`config.mk`:
```
export PLATFORM = sky130hd
export DESIGN_NAME = i2c_target_multi
export DESIGN_NICKNAME = d
export VERILOG_FILES = /design/src/rtl/i2c_tgt_pkg.sv /design/src/rtl/i2c_tgt_pins.sv /design/src/rtl/i2c_tgt_fifo.sv /design/src/rtl/i2c_target_multi.sv
export SDC_FILE = /design/constraint.sdc
export NUM_CORES = 1
export LEC_CHECK = 0
export BUFFER_PORTS_ARGS = -buffer_cell sky130_fd_sc_hd__buf_2
export CAP_MARGIN = 20
export CORE_UTILIZATION = 31
export DETAILED_ROUTE_END_ITERATION = 8
export PLACE_DENSITY = 0.55
export SLEW_MARGIN = 20
export SYNTH_ARGS = -nofsm -noshare
export SYNTH_HDL_FRONTEND = slang
export SYNTH_HIERARCHICAL = 1
export SYNTH_SLANG_ARGS = --single-unit
```
`constraint.sdc`:
```
create_clock -name clk -period 2.6 [get_ports clk]
set_input_delay 0.52 -clock clk [delete_from_list [all_inputs] [get_ports clk]]
set_output_delay 0.52 -clock clk [all_outputs]
set_load 0.02 [all_outputs]
```
`src/rtl/i2c_tgt_pkg.sv`:
```
package i2c_tgt_pkg;
    localparam int NUM_IDS = 4;
    localparam int IDX_W   = $clog2(NUM_IDS);
    localparam int AW      = 7;
    localparam int DW      = 8;

    localparam logic [DW-1:0] GC_ADDR_BYTE  = 8'h00;
    localparam logic [DW-1:0] START_BYTE    = 8'h01;
    localparam logic [DW-1:0] GC_CMD_RESET  = 8'h06;
    localparam logic [DW-1:0] GC_CMD_PROG   = 8'h04;

    typedef enum logic [2:0] {
        S_IDLE, S_ADDR, S_AACK, S_RX, S_RACK, S_TX, S_MACK, S_SKIP
    } bus_st_e;

    typedef struct packed {
        bus_st_e                     st;
        logic [3:0]                  bitn;
        logic [DW-1:0]               sh;
        logic [DW-1:0]               txsh;
        logic                        pull;
        logic                        rw;
        logic                        gc_cmd;
        logic                        hit;
        logic                        mack;
        logic                        gc_en;
        logic                        force_nack;
        logic                        early_tx;
        logic                        ie_stop;
        logic                        ie_rx;
        logic                        ie_tx;
        logic [NUM_IDS-1:0][AW-1:0]  ids;
        logic [AW-1:0]               alt;
        logic                        tx_req;
        logic                        rx_ovf;
        logic                        nack;
        logic                        busy;
        logic                        gc_flag;
        logic [1:0]                  gc_id;
        logic                        stop_seen;
        logic [IDX_W-1:0]            midx;
        logic                        rep;
        logic                        adet;
    } core_t;
endpackage

```
`src/rtl/i2c_tgt_pins.sv`:
```
module i2c_tgt_pins #(
    parameter int STAGES = 2
) (
    input  logic clk,
    input  logic rst_n,
    input  logic scl_i,
    input  logic sda_i,
    output logic sda_s,
    output logic scl_rise,
    output logic scl_fall,
    output logic start_det,
    output logic stop_det
);
    logic [STAGES-1:0] scl_d, scl_q, sda_d, sda_q;
    logic              scl_last_d, scl_last_q, sda_last_d, sda_last_q;
    logic              scl_s;

    always_comb begin
        scl_d      = {scl_q[STAGES-2:0], scl_i};
        sda_d      = {sda_q[STAGES-2:0], sda_i};
        scl_last_d = scl_q[STAGES-1];
        sda_last_d = sda_q[STAGES-1];
    end

    always_ff @(posedge clk or negedge rst_n) begin
        if (!rst_n) begin
            scl_q      <= '1;
            sda_q      <= '1;
            scl_last_q <= 1'b1;
            sda_last_q <= 1'b1;
        end else begin
            scl_q      <= scl_d;
            sda_q      <= sda_d;
            scl_last_q <= scl_last_d;
            sda_last_q <= sda_last_d;
        end
    end

    assign scl_s     = scl_q[STAGES-1];
    assign sda_s     = sda_q[STAGES-1];
    assign scl_rise  = scl_s & ~scl_last_q;
    assign scl_fall  = ~scl_s & scl_last_q;
    assign start_det = scl_s & scl_last_q & sda_last_q & ~sda_s;
    assign stop_det  = scl_s & scl_last_q & ~sda_last_q & sda_s;

    // a bus condition is a single-cycle event
    assert_start_single_R1: assert property (@(posedge clk) disable iff (!rst_n)
        start_det |=> !start_det);
    assert_stop_single_R1: assert property (@(posedge clk) disable iff (!rst_n)
        stop_det |=> !stop_det);
endmodule

```
`src/rtl/i2c_tgt_fifo.sv`:
```
module i2c_tgt_fifo #(
    parameter int DEPTH = 2,
    parameter int W     = 8
) (
    input  logic         clk,
    input  logic         rst_n,
    input  logic         flush,
    input  logic         push,
    input  logic         pop,
    input  logic [W-1:0] wdata,
    output logic [W-1:0] rdata,
    output logic         full,
    output logic         empty
);
    localparam int PW = (DEPTH > 1) ? $clog2(DEPTH) : 1;
    localparam int CW = $clog2(DEPTH + 1);

    logic [DEPTH-1:0][W-1:0] mem_d, mem_q;
    logic [PW-1:0]           wp_d, wp_q, rp_d, rp_q;
    logic [CW-1:0]           cnt_d, cnt_q;
    logic                    do_push, do_pop;

    function automatic logic [PW-1:0] step(input logic [PW-1:0] p);
        return (p == PW'(DEPTH - 1)) ? '0 : p + 1'b1;
    endfunction

    assign full  = (cnt_q == CW'(DEPTH));
    assign empty = (cnt_q == '0);
    assign rdata = mem_q[rp_q];

    always_comb begin
        mem_d   = mem_q;
        wp_d    = wp_q;
        rp_d    = rp_q;
        do_pop  = pop & ~empty;
        do_push = push & (~full | do_pop);
        if (do_push) begin
            mem_d[wp_q] = wdata;
            wp_d        = step(wp_q);
        end
        if (do_pop) rp_d = step(rp_q);
        cnt_d = cnt_q + CW'(do_push) - CW'(do_pop);
        if (flush) begin
            wp_d  = '0;
            rp_d  = '0;
            cnt_d = '0;
        end
    end

    always_ff @(posedge clk or negedge rst_n) begin
        if (!rst_n) begin
            mem_q <= '0;
            wp_q  <= '0;
            rp_q  <= '0;
            cnt_q <= '0;
        end else begin
            mem_q <= mem_d;
            wp_q  <= wp_d;
            rp_q  <= rp_d;
            cnt_q <= cnt_d;
        end
    end

    assert_fifo_bound_R6: assert property (@(posedge clk) disable iff (!rst_n)
        cnt_q <= CW'(DEPTH));
    assert_full_drop_R7: assert property (@(posedge clk) disable iff (!rst_n)
        (push && full && !pop && !flush) |=> $stable(cnt_q));
endmodule

```
`src/rtl/i2c_target_multi.sv`:
```
module i2c_target_multi
    import i2c_tgt_pkg::*;
#(
    parameter int FIFO_DEPTH  = 2,
    parameter int SYNC_STAGES = 2
) (
    input  logic        clk,
    input  logic        rst_n,
    input  logic        scl_i,
    input  logic        sda_i,
    output logic        sda_pull,
    input  logic        reg_we,
    input  logic        reg_re,
    input  logic [2:0]  reg_addr,
    input  logic [15:0] reg_wdata,
    output logic [15:0] reg_rdata,
    output logic        irq
);
    core_t q, n;

    logic sda_s, scl_rise, scl_fall, start_det, stop_det;
    logic rx_push, rx_pop, tx_push, tx_pop, flush, gc_reset;
    logic rx_full, rx_empty, tx_full, tx_empty;
    logic [DW-1:0] rx_head, tx_head;
    logic [IDX_W:0] id_now, id_early;

    i2c_tgt_pins #(.STAGES(SYNC_STAGES)) u_pins (
        .clk(clk), .rst_n(rst_n), .scl_i(scl_i), .sda_i(sda_i), .sda_s(sda_s),
        .scl_rise(scl_rise), .scl_fall(scl_fall),
        .start_det(start_det), .stop_det(stop_det));

    i2c_tgt_fifo #(.DEPTH(FIFO_DEPTH), .W(DW)) u_rxq (
        .clk(clk), .rst_n(rst_n), .flush(flush), .push(rx_push), .pop(rx_pop),
        .wdata(q.sh), .rdata(rx_head), .full(rx_full), .empty(rx_empty));

    i2c_tgt_fifo #(.DEPTH(FIFO_DEPTH), .W(DW)) u_txq (
        .clk(clk), .rst_n(rst_n), .flush(flush), .push(tx_push), .pop(tx_pop),
        .wdata(reg_wdata[DW-1:0]), .rdata(tx_head), .full(tx_full), .empty(tx_empty));

    // {hit, index}; the lowest matching index wins
    function automatic logic [IDX_W:0] find_id(input logic [NUM_IDS-1:0][AW-1:0] tbl,
                                                input logic [AW-1:0] a);
        logic [IDX_W:0] r;
        r = '0;
        for (int i = NUM_IDS - 1; i >= 0; i--)
            if (tbl[i] == a) r = {1'b1, IDX_W'(i)};
        return r;
    endfunction

    always_comb begin
        n        = q;
        rx_push  = 1'b0;
        rx_pop   = 1'b0;
        tx_push  = 1'b0;
        tx_pop   = 1'b0;
        flush    = 1'b0;
        gc_reset = 1'b0;
        id_now   = find_id(q.ids, q.sh[7:1]);
        id_early = find_id(q.ids, q.sh[6:0]);

        if (reg_we) begin
            unique case (reg_addr)
                3'd0: begin
                    {n.ie_tx, n.ie_rx, n.ie_stop, n.early_tx, n.force_nack, n.gc_en} = reg_wdata[5:0];
                    if (reg_wdata[8]) begin
                        n.gc_flag = 1'b0;
                        n.gc_id   = 2'b00;
                    end
                end
                3'd2: begin
                    tx_push  = 1'b1;
                    n.tx_req = 1'b0;
                end
                3'd3: n.alt = reg_wdata[AW-1:0];
                3'd1: ;
                default: n.ids[reg_addr[IDX_W-1:0]] = reg_wdata[AW-1:0];
            endcase
        end
        if (reg_re) begin
            if (reg_addr == 3'd1) n.stop_seen = 1'b0;
            if (reg_addr == 3'd2) begin
                rx_pop   = 1'b1;
                n.rx_ovf = 1'b0;
            end
        end

        if (stop_det) begin
            n.st     = S_IDLE;
            n.pull   = 1'b0;
            n.busy   = 1'b0;
            n.adet   = 1'b0;
            n.rep    = 1'b0;
            n.tx_req = 1'b0;
            n.hit    = 1'b0;
            if (q.hit) n.stop_seen = 1'b1;
        end else if (start_det) begin
            if (q.st != S_IDLE) n.rep = 1'b1;
            n.st     = S_ADDR;
            n.bitn   = '0;
            n.pull   = 1'b0;
            n.busy   = 1'b1;
            n.gc_cmd = 1'b0;
        end else begin
            unique case (q.st)
                S_ADDR: begin
                    if (scl_rise) begin
                        n.sh   = {q.sh[6:0], sda_s};
                        n.bitn = q.bitn + 4'd1;
                        if (q.bitn == 4'd7 && sda_s && q.early_tx && id_early[IDX_W])
                            n.tx_req = 1'b1;
                    end else if (scl_fall && q.bitn == 4'd8) begin
                        n.rw = q.sh[0];
                        if (id_now[IDX_W]) begin
                            n.adet = 1'b1;
                            n.hit  = 1'b1;
                            n.midx = id_now[IDX_W-1:0];
                            if (q.sh[0]) n.tx_req = 1'b1;
                            if (q.force_nack || (q.sh[0] && tx_empty)) begin
                                n.nack = 1'b1;
                                n.st   = S_SKIP;
                            end else begin
                                n.nack = 1'b0;
                                n.pull = 1'b1;
                                n.st   = S_AACK;
                            end
                        end else if (q.sh == GC_ADDR_BYTE && q.gc_en) begin
                            n.adet   = 1'b1;
                            n.hit    = 1'b1;
                            n.gc_cmd = 1'b1;
                            n.nack   = 1'b0;
                            n.pull   = 1'b1;
                            n.st     = S_AACK;
                        end else if (q.sh == START_BYTE) begin
                            n.adet = 1'b1;
                            n.st   = S_SKIP;
                        end else begin
                            n.busy = 1'b0;
                            n.st   = S_SKIP;
                        end
                    end
                end
                S_AACK: if (scl_fall) begin
                    n.bitn = '0;
                    if (q.rw) begin
                        n.txsh = tx_head;
                        tx_pop = 1'b1;
                        n.pull = ~tx_head[7];
                        n.st   = S_TX;
                    end else begin
                        n.pull = 1'b0;
                        n.st   = S_RX;
                    end
                end
                S_RX: begin
                    if (scl_rise) begin
                        n.sh   = {q.sh[6:0], sda_s};
                        n.bitn = q.bitn + 4'd1;
                    end else if (scl_fall && q.bitn == 4'd8) begin
                        n.pull = 1'b1;
                        n.st   = S_RACK;
                        if (q.gc_cmd) begin
                            n.gc_flag = 1'b1;
                            if (q.sh == GC_CMD_RESET) begin
                                n.gc_id  = 2'b01;
                                gc_reset = 1'b1;
                            end else if (q.sh == GC_CMD_PROG) begin
                                n.gc_id = 2'b10;
                            end else if (q.sh[0] && q.sh[7:1] == q.alt) begin
                                n.gc_id = 2'b11;
                                rx_push = 1'b1;
                            end else begin
                                n.gc_flag = q.gc_flag;
                                n.pull    = 1'b0;
                                n.st      = S_SKIP;
                            end
                        end else begin
                            rx_push = 1'b1;
                        end
                        if (rx_push && rx_full && !rx_pop) n.rx_ovf = 1'b1;
                    end
                end
                S_RACK: if (scl_fall) begin
                    n.pull = 1'b0;
                    n.bitn = '0;
                    n.st   = q.gc_cmd ? S_SKIP : S_RX;
                end
                S_TX: if (scl_fall) begin
                    if (q.bitn == 4'd7) begin
                        n.pull = 1'b0;
                        n.st   = S_MACK;
                    end else begin
                        n.txsh = {q.txsh[6:0], 1'b0};
                        n.pull = ~q.txsh[6];
                        n.bitn = q.bitn + 4'd1;
                    end
                end
                S_MACK: begin
                    if (scl_rise) n.mack = ~sda_s;
                    else if (scl_fall) begin
                        if (q.mack && !tx_empty) begin
                            n.txsh = tx_head;
                            tx_pop = 1'b1;
                            n.pull = ~tx_head[7];
                            n.bitn = '0;
                            n.st   = S_TX;
                        end else begin
                            n.st = S_SKIP;
                        end
                    end
                end
                default: ;
            endcase
        end

        if (gc_reset) begin
            flush = 1'b1;
            {n.ie_tx, n.ie_rx, n.ie_stop, n.early_tx, n.force_nack, n.gc_en} = '0;
            n.ids       = '0;
            n.alt       = '0;
            n.tx_req    = 1'b0;
            n.rx_ovf    = 1'b0;
            n.nack      = 1'b0;
            n.stop_seen = 1'b0;
            n.midx      = '0;
        end
    end

    always_ff @(posedge clk or negedge rst_n) begin
        if (!rst_n) q <= '0;
        else        q <= n;
    end

    always_comb begin
        unique case (reg_addr)
            3'd0: reg_rdata = {10'b0, q.ie_tx, q.ie_rx, q.ie_stop, q.early_tx, q.force_nack, q.gc_en};
            3'd1: reg_rdata = {3'b0, q.adet, q.rep, q.midx, q.stop_seen, q.gc_id, q.gc_flag,
                               q.busy, q.nack, q.rx_ovf, ~rx_empty, q.tx_req};
            3'd2: reg_rdata = {8'b0, rx_head};
            3'd3: reg_rdata = {9'b0, q.alt};
            default: reg_rdata = {9'b0, q.ids[reg_addr[IDX_W-1:0]]};
        endcase
    end

    assign sda_pull = q.pull;
    assign irq = (q.stop_seen & q.ie_stop) | (~rx_empty & q.ie_rx) | (q.tx_req & q.ie_tx);

    assert_busy_stop_R1: assert property (@(posedge clk) disable iff (!rst_n)
        stop_det |=> !q.busy);
    assert_adet_stop_R3: assert property (@(posedge clk) disable iff (!rst_n)
        stop_det |=> !q.adet);
    assert_rep_stop_R4: assert property (@(posedge clk) disable iff (!rst_n)
        stop_det |=> !q.rep);
    assert_stop_readclear_R5: assert property (@(posedge clk) disable iff (!rst_n)
        (reg_re && reg_addr == 3'd1 && !stop_det) |=> !q.stop_seen);
    assert_ovf_cause_R7: assert property (@(posedge clk) disable iff (!rst_n)
        $rose(q.rx_ovf) |-> $past(rx_full));
    assert_pull_phase_R8: assert property (@(posedge clk) disable iff (!rst_n)
        q.pull |-> (q.st == S_AACK || q.st == S_RACK || q.st == S_TX));
    assert_txreq_addr_R9: assert property (@(posedge clk) disable iff (!rst_n)
        $rose(q.tx_req) |-> ($past(q.st) == S_ADDR));
    assert_gc_pair_R10: assert property (@(posedge clk) disable iff (!rst_n)
        (q.gc_id != 2'b00) |-> q.gc_flag);
endmodule

```
==> results of run 1 <==
[metal layers]
metal,GRT usage,up-vias,part of all wire
li1,-,2565,-
met1,0.249,2746,0.48
met2,0.264,121,0.47
met3,0.0333,25,0.035
met4,0.0574,0,0.019
met5,0,-,0
[worst register-to-register path, stage by stage, from the launching register on]
cell and delay [ns]:
sky130_fd_sc_hd__dfstp_2 0.55, sky130_fd_sc_hd__and4b_2 0.26, sky130_fd_sc_hd__or2_4 0.27, sky130_fd_sc_hd__nor3_4 0.13, sky130_fd_sc_hd__nand3_2 0.13, sky130_fd_sc_hd__a21oi_4 0.17, sky130_fd_sc_hd__nand2_1 0.08, sky130_fd_sc_hd__ha_1 0.29
sky130_fd_sc_hd__inv_1 0.06, sky130_fd_sc_hd__ha_1 0.14, sky130_fd_sc_hd__xor2_1 0.17, sky130_fd_sc_hd__and2_1 0.16, sky130_fd_sc_hd__nor3_2 0.04
[layout make-up]
cell class              count  area (sq um)  area share
clock buffers              25           485      0.0544
clock inverters             7           113      0.0126
inverters                  15          56.3     0.00631
multi-input cells         503          4020       0.450
flip-flops and latches    126          3160       0.354
well taps                 319           399      0.0447
repair buffers             87           696      0.0779
[worst paths after layout]
kind | startpoint | end | slack, ns | cells after the start
hold / removal | rst_n | q[77] | 0.04 | 1
hold reg to reg | u_pins/scl_q[0] | u_pins/scl_q[1] | 0.35 | 0
min in group clk | scl_i | u_pins/scl_q[0] | 0.20 | 1
setup / recovery | u_rxq/rp_q | reg_rdata[3] | -0.14 | 5
setup reg to reg | u_pins/sda_q[1] | u_rxq/cnt_q[1] | 0.03 | 12
max in group asynchronous | rst_n | u_txq/mem_q[12] | 1.84 | 2
[registers in the layout (all words and copies together), names as in the netlist]
| register | count |
|---|---|
| u_rxq/rp_q | 1 |
| u_rxq/wp_q | 1 |
| u_pins/sda_q | 2 |
| u_rxq/cnt_q | 2 |
| q | 79 |
| u_rxq/mem_q | 16 |
| u_txq/wp_q | 1 |
| u_pins/scl_last_q | 1 |
| u_txq/mem_q | 16 |
| u_pins/scl_q | 2 |
| sda_pull | 1 |
| u_txq/rp_q | 1 |
| u_txq/cnt_q | 2 |
| u_pins/sda_last_q | 1 |
[power by group]
group	switching, W	internal, W	leakage [nW]	total (W)
sequential	0.000490	0.00243	1.59	0.00292
combinational	0.00156	0.00147	2.31	0.00302
clock	0.000871	0.00158	0.291	0.00245
[through the flow]
stage	instance area, sq um	util
floorplan	7450	-
global placement	8180	0.348
detailed placement	8180	0.348
CTS	8820	0.376
global route	8930	0.380
finish	8930	0.380
[repair_timing]
action,CTS,global route
endpoints found under the setup margin,7,27
setup buffers,2,4
hold buffers,0,0
gates cloned,0,1
resized for setup,8,18
pin swaps,0,5
==> results.txt, run 1 <==
----------------------------------------------------
[Finish]
  Fill cell instance count of the final layout ... 2323
  Ratio of cells with drive above 1 in the final layout ... 0.288
  Leading cell type in the layout, fill and taps excluded ... sky130_fd_sc_hd__dfrtp_1
  Most frequent cells in the layout ... sky130_fd_sc_hd__dfrtp_1, sky130_fd_sc_hd__nor2_1, sky130_fd_sc_hd__buf_4
  Antenna diodes ... 0
  Fin cells ... 1082
  Area growth from synthesis to final layout ... 20.0%
  Number of nets at the end of the flow ... 781

[Route]
  Via density per instance ... 5.04
  Iteration-0 DRC count of the detailed router ... 430
  Drt wl/cell ... 18.5 um
  Detail Route Antenna Nets ... 0
  Count of vias placed by the detailed router ... 5457
  Detailed-router iteration count before antenna repair ... 4
  Overall routed net length ... 20.1 mm
  Remaining design rule violation count ... 0

[Timing]
  Post-layout worst setup margin ... -0.140 ns
  Hold Worst Slack ... 0.0439 ns
  Total Negative Setup Slacks ... -0.748 ns
  Min Tclk post-route ... 2.74 ns
  RSZ-0062 raised after global routing ... true
  Max Clock Freq ... 365 MHz
  Skew final ... 0.0133 ns
  Total setup violations reported at the end of the flow ... 6
  Pins over their slew limit ... 0
  Hold Fails Final Rpt ... 0
  Slew at the pin closest to its max-slew limit ... 0.798 ns
  Slew margin rel. ... 0.466
  Final worst-path cycle share ... 1.05

[Critical path]
  Stage delay of the slowest cell on the critical path ... 0.51 ns
  Highest fanout seen on the critical path ... 9
  Data arrival time of the critical path ... 2.22 ns
  Critical path buffers and inverters ... 2
  Kind of cell adding the most delay to the critical path ... multiplexers
  Category of the most critical setup path ... flip-flop to output pin
  Data required time at the worst endpoint ... 2.08 ns
  Slowest CP cell ... sky130_fd_sc_hd__mux4_2
  Endpoint kind of the worst setup timing path ... output pin
  Most repeated library cell on the critical path ... sky130_fd_sc_hd__mux2_4
  Chain of cells forming the critical path ... buf_12 -> mux2_4 -> mux4_2 -> mux2_4 -> buf_6
  Type of element launching the critical path ... flip-flop

[Global route]
  Antenna violations before repair ... 0
  Via count of the first global-routing pass ... 5404
  First-pass GRT wire length ... 32.3 mm
  Pin count of the biggest net entering global routing ... 49
  Overflow left after global routing ... 0
  Global router's overall resource usage ... 0.175

[Clock tree]
  CTS root buf ... sky130_fd_sc_hd__clkbuf_16
  Clock-pin slew of the registers on the worst-case setup and hold paths ... 0.06 ns
  CTS sink cnt ... 126
  Clock latency reported for the late side of the worst-skew pair ... 0.42 ns
  Number of levels in the clock H-tree ... 4
  Clock Path Buffers ... 2
  Number of buffers inserted during clock tree synthesis ... 17
  Clock tree from TritonCTS ... done

[Floorplan]
  Overall die area ... 24600 sq um
  Core area ... 23500 sq um
  Initial core utilization ... 0.317
  Chip Width ... 157 um
  I/O pins ... 43
  Number of standard-cell rows in the floorplan ... 56
  Vertical extent of the die ... 157 um

[Synth]
  Cell area after synthesis ... 7440 sq um
  Synth Instances ... 689
  Syn_area_per_cell ... 10.8 sq um
  Count of yosys warnings during synthesis ... 6

[Status]
  Failing checks ... setup timing
  Status ... finished, violations left

[Pwr]
  Leakage power of the design ... 4.19 nW
  Design Power ... 0.00839 W
  Worst IR drop on VDD ... 554 uV
  Power Density ... 940 nW/um^2

[Flow run]
  Max-cap viol count ... 0

[Placement]
  Number of input and output port buffers inserted ... 32
  Placer's final routability congestion estimate ... 0.851
  Number of cells after detailed placement ... 1044
  Post-Place Worst Slack ... -0.0579 ns
  Post-detailed-placement half-perimeter wirelength ... 14.3 mm

[Hold path]
  Type of the most critical hold path ... input pin to async pin

----------------------------------------------------
(Power assumes the default switching activity.)
==> run 2, diff against run 1 <==
- TNS_END_PERCENT: not set -> 20
==> run 2 against run 1 <==
  * Register-to-register slack worse by 0.03 ns
  * Count of clock-buffer cells in the layout fell by 5
  * Via count shrank 0.42%
  * Largest power group unchanged
  * Cell area up 0.20%
  * Power up 2.5%
  * Sequential cell count stayed put
  * Wire length is 0.48% higher
  * Worst setup slack worse by 0.012 ns
  * Critical path type unchanged
  * Largest cell class unchanged
  * Critical endpoint is now reg_rdata[2]
  * The run still ends with setup timing left
  * Die area unchanged
  * Sequential power is essentially flat
  * Critical path depth did not move
==> results.txt, run 2 (synthesized netlist as in run 1, its figures left out) <==
----------------------------------------------------
[Critical path]
  Endpoint kind of the worst setup timing path ... output pin
  Flop-to-flop setup slack ... 0 ns
  Category of the most critical setup path ... flip-flop to output pin
  Highest fanout seen on the critical path ... 5
  Reg2Reg Depth ... 12
  Terminus of the critical flop-to-flop path ... u_rxq/cnt_q[1]
  Slowest CP cell ... sky130_fd_sc_hd__mux4_2
  Data required time at the worst endpoint ... 2.08 ns
  Launching point of the worst reg2reg path ... u_pins/sda_q[1]
  Type of element launching the critical path ... flip-flop
  Data arrival time of the critical path ... 2.23 ns
  Stage delay of the slowest cell on the critical path ... 0.49 ns
  Chain of cells forming the critical path ... buf_6 -> mux2_4 -> mux4_2 -> mux2_4 -> buf_6

[Route]
  Drt wl/cell ... 18.6 um
  Detailed-router iteration count before antenna repair ... 4
  Overall routed net length ... 20.2 mm
  Via density per instance ... 5.02
  Detail Route Antenna Nets ... 0
  Count of vias placed by the detailed router ... 5434
  Remaining design rule violation count ... 0
  Iteration-0 DRC count of the detailed router ... 363

[Clock tree]
  CTS sink cnt ... 126
  Clock tree from TritonCTS ... done
  Clock latency reported for the late side of the worst-skew pair ... 0.43 ns
  CTS root buf ... sky130_fd_sc_hd__clkbuf_16
  Clock-pin slew of the registers on the worst-case setup and hold paths ... 0.06 ns
  Clock Path Buffers ... 2
  Number of levels in the clock H-tree ... 4
  Number of buffers inserted during clock tree synthesis ... 17
  Number of hold buffers added after CTS ... 0

[Finish]
  Flip-flop count of the largest register after layout ... 79
  Area growth from synthesis to final layout ... 20.3%
  Regs by FF count ... q (79), u_rxq/mem_q (16), u_txq/mem_q (16)
  Register with the most flip-flops ... q
  Most frequent cells in the layout ... sky130_fd_sc_hd__dfrtp_1, sky130_fd_sc_hd__nor2_1, sky130_fd_sc_hd__buf_4
  Ratio of cells with drive above 1 in the final layout ... 0.288
  Fill cell instance count of the final layout ... 2317
  Leading cell type in the layout, fill and taps excluded ... sky130_fd_sc_hd__dfrtp_1
  Multi-input gate area in the final layout ... 4010 sq um
  Number of nets at the end of the flow ... 781
  Flip-flop and latch area ... 3160 sq um
  Design area ... 8940 sq um
  Antenna diodes ... 0

[Floorplan]
  Number of standard-cell rows in the floorplan ... 56
  I/O pins ... 43
  Chip Width ... 157 um
  Core area ... 23500 sq um
  Overall die area ... 24600 sq um
  Initial core utilization ... 0.317
  Vertical extent of the die ... 157 um

[Timing]
  Pins over their slew limit ... 0
  Slew margin rel. ... 0.467
  Slew at the pin closest to its max-slew limit ... 0.797 ns
  Final worst-path cycle share ... 1.06
  Hold Fails Final Rpt ... 0
  Max Clock Freq ... 363 MHz
  Min Tclk post-route ... 2.75 ns
  Total setup violations reported at the end of the flow ... 6
  Post-layout worst setup margin ... -0.153 ns
  RSZ-0062 raised after global routing ... true
  Skew final ... 0.0138 ns

[Global route]
  Antenna violations before repair ... 0
  First-pass GRT wire length ... 32.2 mm
  Global router's overall resource usage ... 0.175
  Overflow left after global routing ... 0
  Pin count of the biggest net entering global routing ... 61
  Via count of the first global-routing pass ... 5531

[Status]
  Failing checks ... setup timing
  Status ... finished, violations left

[Pwr]
  Power Density ... 961 nW/um^2
  Leakage power of the design ... 4.21 nW
  Worst IR drop on VDD ... 377 uV
  Design Power ... 0.00860 W

[Placement]
  Number of input and output port buffers inserted ... 32
  Placer's final routability congestion estimate ... 0.837
  Post-Place Worst Slack ... -0.0369 ns
  Cell Area, Placed ... 8210 sq um
  Post-detailed-placement half-perimeter wirelength ... 14.3 mm

[Flow run]
  Max-cap viol count ... 0

[Hold path]
  Type of the most critical hold path ... input pin to async pin

----------------------------------------------------
[run 2: cell count changes in the layout (fill, tap and decap cells not counted), moves of 2 or more]
cell and change:
sky130_fd_sc_hd__clkinv_4 +3, sky130_fd_sc_hd__buf_4 -3, sky130_fd_sc_hd__a21oi_2 +2, sky130_fd_sc_hd__mux2_4 +3, sky130_fd_sc_hd__mux2_2 -3, sky130_fd_sc_hd__clkbuf_1 -3
sky130_fd_sc_hd__clkbuf_8 -2, sky130_fd_sc_hd__buf_6 +4, sky130_fd_sc_hd__inv_6 +3
[run 2: critical path: cells and delay by family, from the launching register on]
family / cells / cell delay [ns]
buffers and inverters: 2 / 0.30
flip-flops: 1 / 0.41
multiplexers: 3 / 1.11
[run 2: repair_timing]
action | CTS | global route
setup endpoints to repair | 7 | 9
gates cloned | 1 | 0
pin swaps | 0 | 3
resized for setup | 23 | 6
setup buffers | 1 | 0
[run 2: per-stage QoR]
step | TNS, ns | instances | util | hold WS (ns)
floorplan | -0.133 | 691 | - | 0.224
global placement | 0 | 1048 | 0.350 | 0.349
detailed placement | -0.0369 | 1048 | 0.350 | 0.347
CTS | -0.797 | 1082 | 0.380 | 0.101
global route | -1.22 | 1082 | 0.381 | 0.118
finish | -0.837 | 1082 | 0.381 | 0.0674
[run 2: cell type report]
| class | instances | share of cell area |
|---|---|---|
| Clock inverter | 12 | 0.0204 |
| Sequential cell | 126 | 0.353 |
| Inverter | 15 | 0.00629 |
| Multi-Input combinational cell | 503 | 0.448 |
| Clock buffer | 20 | 0.0499 |
| Tap cell | 319 | 0.0446 |
| Timing Repair Buffer | 87 | 0.0775 |
[run 2: per-layer routing]
metal	vias to the layer above	GRT usage	wire, um
met4	0	0.0574	316
met5	-	0	0
li1	2569	-	-
met2	92	0.277	9390
met3	20	0.0286	601
met1	2753	0.243	9860
[run 2: how the worst max path moves through the flow]
stage / start / endpoint / depth (start not counted)
after floorplan: u_pins/sda_q[1] / u_rxq/cnt_q[1] / 14
after global placement: u_pins/sda_q[1] / u_rxq/cnt_q[1] / 12
after detailed placement: u_pins/sda_q[1] / u_rxq/cnt_q[1] / 12
after CTS: u_rxq/rp_q / reg_rdata[2] / 5
after global routing: u_rxq/rp_q / reg_rdata[2] / 5
final: u_rxq/rp_q / reg_rdata[2] / 5
[run 2: where the power goes]
group	switching (W)	internal, W	total [W]
Clock	0.000946	0.00164	0.00259
Combinational	0.00159	0.00150	0.00309
Sequential	0.000492	0.00243	0.00292
Total	0.00303	0.00557	0.00860
==> run 3, diff against run 2 <==
- SETUP_SLACK_MARGIN: not set -> 0.5
==> run 3 against run 2 <==
  * The run still ends with setup timing left
  * Maximum frequency rose by 1.5%
  * Critical path type unchanged
  * Core utilization rose by 4.6 points
  * Non-clock buffer count is 23 higher
  * Worst setup slack improved by 0.040 ns
  * Sequential share of layout area decreased by 3.8 points
  * Largest power group unchanged
  * Combinational power grew 19%
  * Cell count up 2.2%
  * Sequential power is essentially flat
  * Via count rose by 4.2%
==> results.txt, run 3 (synthesized netlist as in run 1, its figures left out) <==
----------------------------------------------------
[Status]
  Status ... finished, violations left
  Failing checks ... setup timing

[Clock tree]
  CTS root buf ... sky130_fd_sc_hd__clkbuf_16
  CTS sink cnt ... 126
  Clock-pin slew of the registers on the worst-case setup and hold paths ... 0.06 ns
  Clock tree from TritonCTS ... done
  Number of buffers inserted during clock tree synthesis ... 17
  Clock Path Buffers ... 2
  Number of levels in the clock H-tree ... 4
  Clock latency reported for the late side of the worst-skew pair ... 0.43 ns

[Global route]
  Pin count of the biggest net entering global routing ... 45
  Most utilized layer in the global route result ... met2
  First-pass GRT wire length ... 32.4 mm
  Via count of the first global-routing pass ... 5596
  Global router's overall resource usage ... 0.176
  Global Route met1 Usage ... 0.242
  Grt met2 use ... 0.273
  GR Layer Usage met3 ... 0.0325
  Overflow left after global routing ... 0
  Antenna violations before repair ... 0

[Route]
  Drt wl/cell ... 19.0 um
  Via density per instance ... 5.12
  Count of vias placed by the detailed router ... 5664
  Detailed-router iteration count before antenna repair ... 4
  Iteration-0 DRC count of the detailed router ... 344
  Remaining design rule violation count ... 0
  Detail Route Antenna Nets ... 0
  Overall routed net length ... 21.1 mm

[Floorplan]
  Overall die area ... 24600 sq um
  Initial core utilization ... 0.317
  Chip Width ... 157 um
  Vertical extent of the die ... 157 um
  I/O pins ... 43
  Core area ... 23500 sq um
  Number of standard-cell rows in the floorplan ... 56

[Placement]
  Post-Place Worst Slack ... -0.0120 ns
  Post-detailed-placement half-perimeter wirelength ... 14.1 mm
  Number of input and output port buffers inserted ... 32
  Placer's final routability congestion estimate ... 0.869

[Flow run]
  Max-cap viol count ... 0

[Critical path]
  Stage delay of the slowest cell on the critical path ... 0.48 ns
  Kind of cell adding the most delay to the critical path ... multiplexers
  Launching point of the worst reg2reg path ... u_pins/scl_last_q
  Data required time at the worst endpoint ... 2.08 ns
  Chain of cells forming the critical path ... buf_6 -> mux2_4 -> mux4_2 -> mux2_4 -> buf_6
  Type of element launching the critical path ... flip-flop
  Flop-to-flop setup slack ... 0.08 ns
  Critical path buffers and inverters ... 2
  Reg2Reg Depth ... 12
  Highest fanout seen on the critical path ... 8
  Endpoint kind of the worst setup timing path ... output pin
  Category of the most critical setup path ... flip-flop to output pin
  Terminus of the critical flop-to-flop path ... u_txq/cnt_q[1]
  Data arrival time of the critical path ... 2.19 ns
  Slowest CP cell ... sky130_fd_sc_hd__mux4_2

[Finish]
  Area growth from synthesis to final layout ... 34.7%
  Multi-input gate area in the final layout ... 4710 sq um
  Leading cell type in the layout, fill and taps excluded ... sky130_fd_sc_hd__dfrtp_1
  Flip-flop and latch area ... 3160 sq um
  Ratio of cells with drive above 1 in the final layout ... 0.436
  Register with the most flip-flops ... q
  Most frequent cells in the layout ... sky130_fd_sc_hd__dfrtp_1, sky130_fd_sc_hd__mux2_4, sky130_fd_sc_hd__buf_4
  Fill cell instance count of the final layout ... 2193
  Flip-flop count of the largest register after layout ... 79
  Antenna diodes ... 0
  Number of nets at the end of the flow ... 805
  Post-layout utilization of the core ... 0.427
  Regs by FF count ... q (79), u_rxq/mem_q (16), u_txq/mem_q (16)

[Pwr]
  Power Density ... 908 nW/um^2
  Leakage power of the design ... 4.49 nW
  Combinational share of power ... 0.404
  Clock share of power ... 0.271
  Seq pwr share ... 0.324
  Switching share of power ... 0.364
  Net switching power figure ... 0.00331 W
  Internal power ... 0.00578 W
  Design Power ... 0.00909 W
  Worst IR drop on VDD ... 451 uV

[Timing]
  Slew at the pin closest to its max-slew limit ... 0.574 ns
  RSZ-0062 raised after global routing ... true
  Pins over their slew limit ... 0
  Skew final ... 0.0119 ns
  Hold Fails Final Rpt ... 0
  Total setup violations reported at the end of the flow ... 7
  Hold Worst Slack ... 0.0132 ns
  Slew margin rel. ... 0.615
  Min Tclk post-route ... 2.71 ns
  Max Clock Freq ... 369 MHz
  Final worst-path cycle share ... 1.04
  Total Negative Setup Slacks ... -0.563 ns
  Post-layout worst setup margin ... -0.112 ns

[Hold path]
  Type of the most critical hold path ... input pin to async pin

----------------------------------------------------
run 3: cell count changes in the layout (fill, tap and decap cells not counted), moves of 4 or more:
cell	previous run	this run
sky130_fd_sc_hd__nor2_1	84	38
sky130_fd_sc_hd__nor2_4	0	43
sky130_fd_sc_hd__buf_6	8	23
sky130_fd_sc_hd__mux2_2	24	9
sky130_fd_sc_hd__mux2_4	40	55
sky130_fd_sc_hd__o21ai_0	15	9
sky130_fd_sc_hd__a21oi_1	21	16
sky130_fd_sc_hd__a21oi_2	2	6
sky130_fd_sc_hd__buf_12	6	10
sky130_fd_sc_hd__buf_2	26	22
sky130_fd_sc_hd__clkinvlp_4	0	4
sky130_fd_sc_hd__nor3_1	8	4
run 3: how the worst max path moves through the flow:
| stage | slack [ns] | cells after the start | start | endpoint |
|---|---|---|---|---|
| CTS | -0.12 | 5 | u_rxq/rp_q | reg_rdata[4] |
| detailed placement | -0.01 | 12 | u_pins/sda_q[1] | u_rxq/cnt_q[1] |
| floorplan | -0.06 | 14 | u_pins/sda_q[1] | u_rxq/cnt_q[1] |
| finish | -0.11 | 5 | u_rxq/rp_q | reg_rdata[2] |
| global route | -0.16 | 5 | u_rxq/rp_q | reg_rdata[2] |
| global placement | 0.04 | 12 | u_pins/sda_q[1] | u_rxq/cnt_q[1] |
run 3: stage by stage:
stage / cell area [sq um] / cells
4_1_cts: 9520 / 1091
3_5_place_dp: 8230 / 1048
2_1_floorplan: 7480 / 691
5_1_grt: 10000 / 1106
6_report: 10000 / 1106
3_3_place_gp: 8230 / 1048
run 3: area by class of cell:
class,count,area share
Clock inverter,13,0.0162
Clock buffer,19,0.0442
Multi-Input combinational cell,504,0.470
Timing Repair Buffer,110,0.108
Sequential cell,126,0.316
Tap cell,319,0.0398
Inverter,15,0.00600
run 3: power by group through the flow:
stage / clock network (W) / registers, W / logic (W)
global placement: 0 / 0.00293 / 0.00302
CTS: 0.00251 / 0.00293 / 0.00345
finish: 0.00246 / 0.00295 / 0.00368
global route: 0.00260 / 0.00300 / 0.00398
floorplan: 0 / 0.00279 / 0.00222
detailed placement: 0 / 0.00294 / 0.00306
run 3: what timing repair did:
action	CTS	global route
cloned	2	2
pin swaps	83	77
resized for setup	162	74
endpoints found under the setup margin	122	130
endpoints found under the hold margin	0	0
hold buffers	0	0
buffers inserted	9	13
run 3: layer usage:
layer / part of all wire / up-vias / wire length, um
met1: 0.47 / 2871 / 9930
met5: 0 / - / 0
met2: 0.47 / 134 / 9820
li1: - / 2622 / -
met4: 0.023 / 0 / 488
met3: 0.039 / 37 / 818
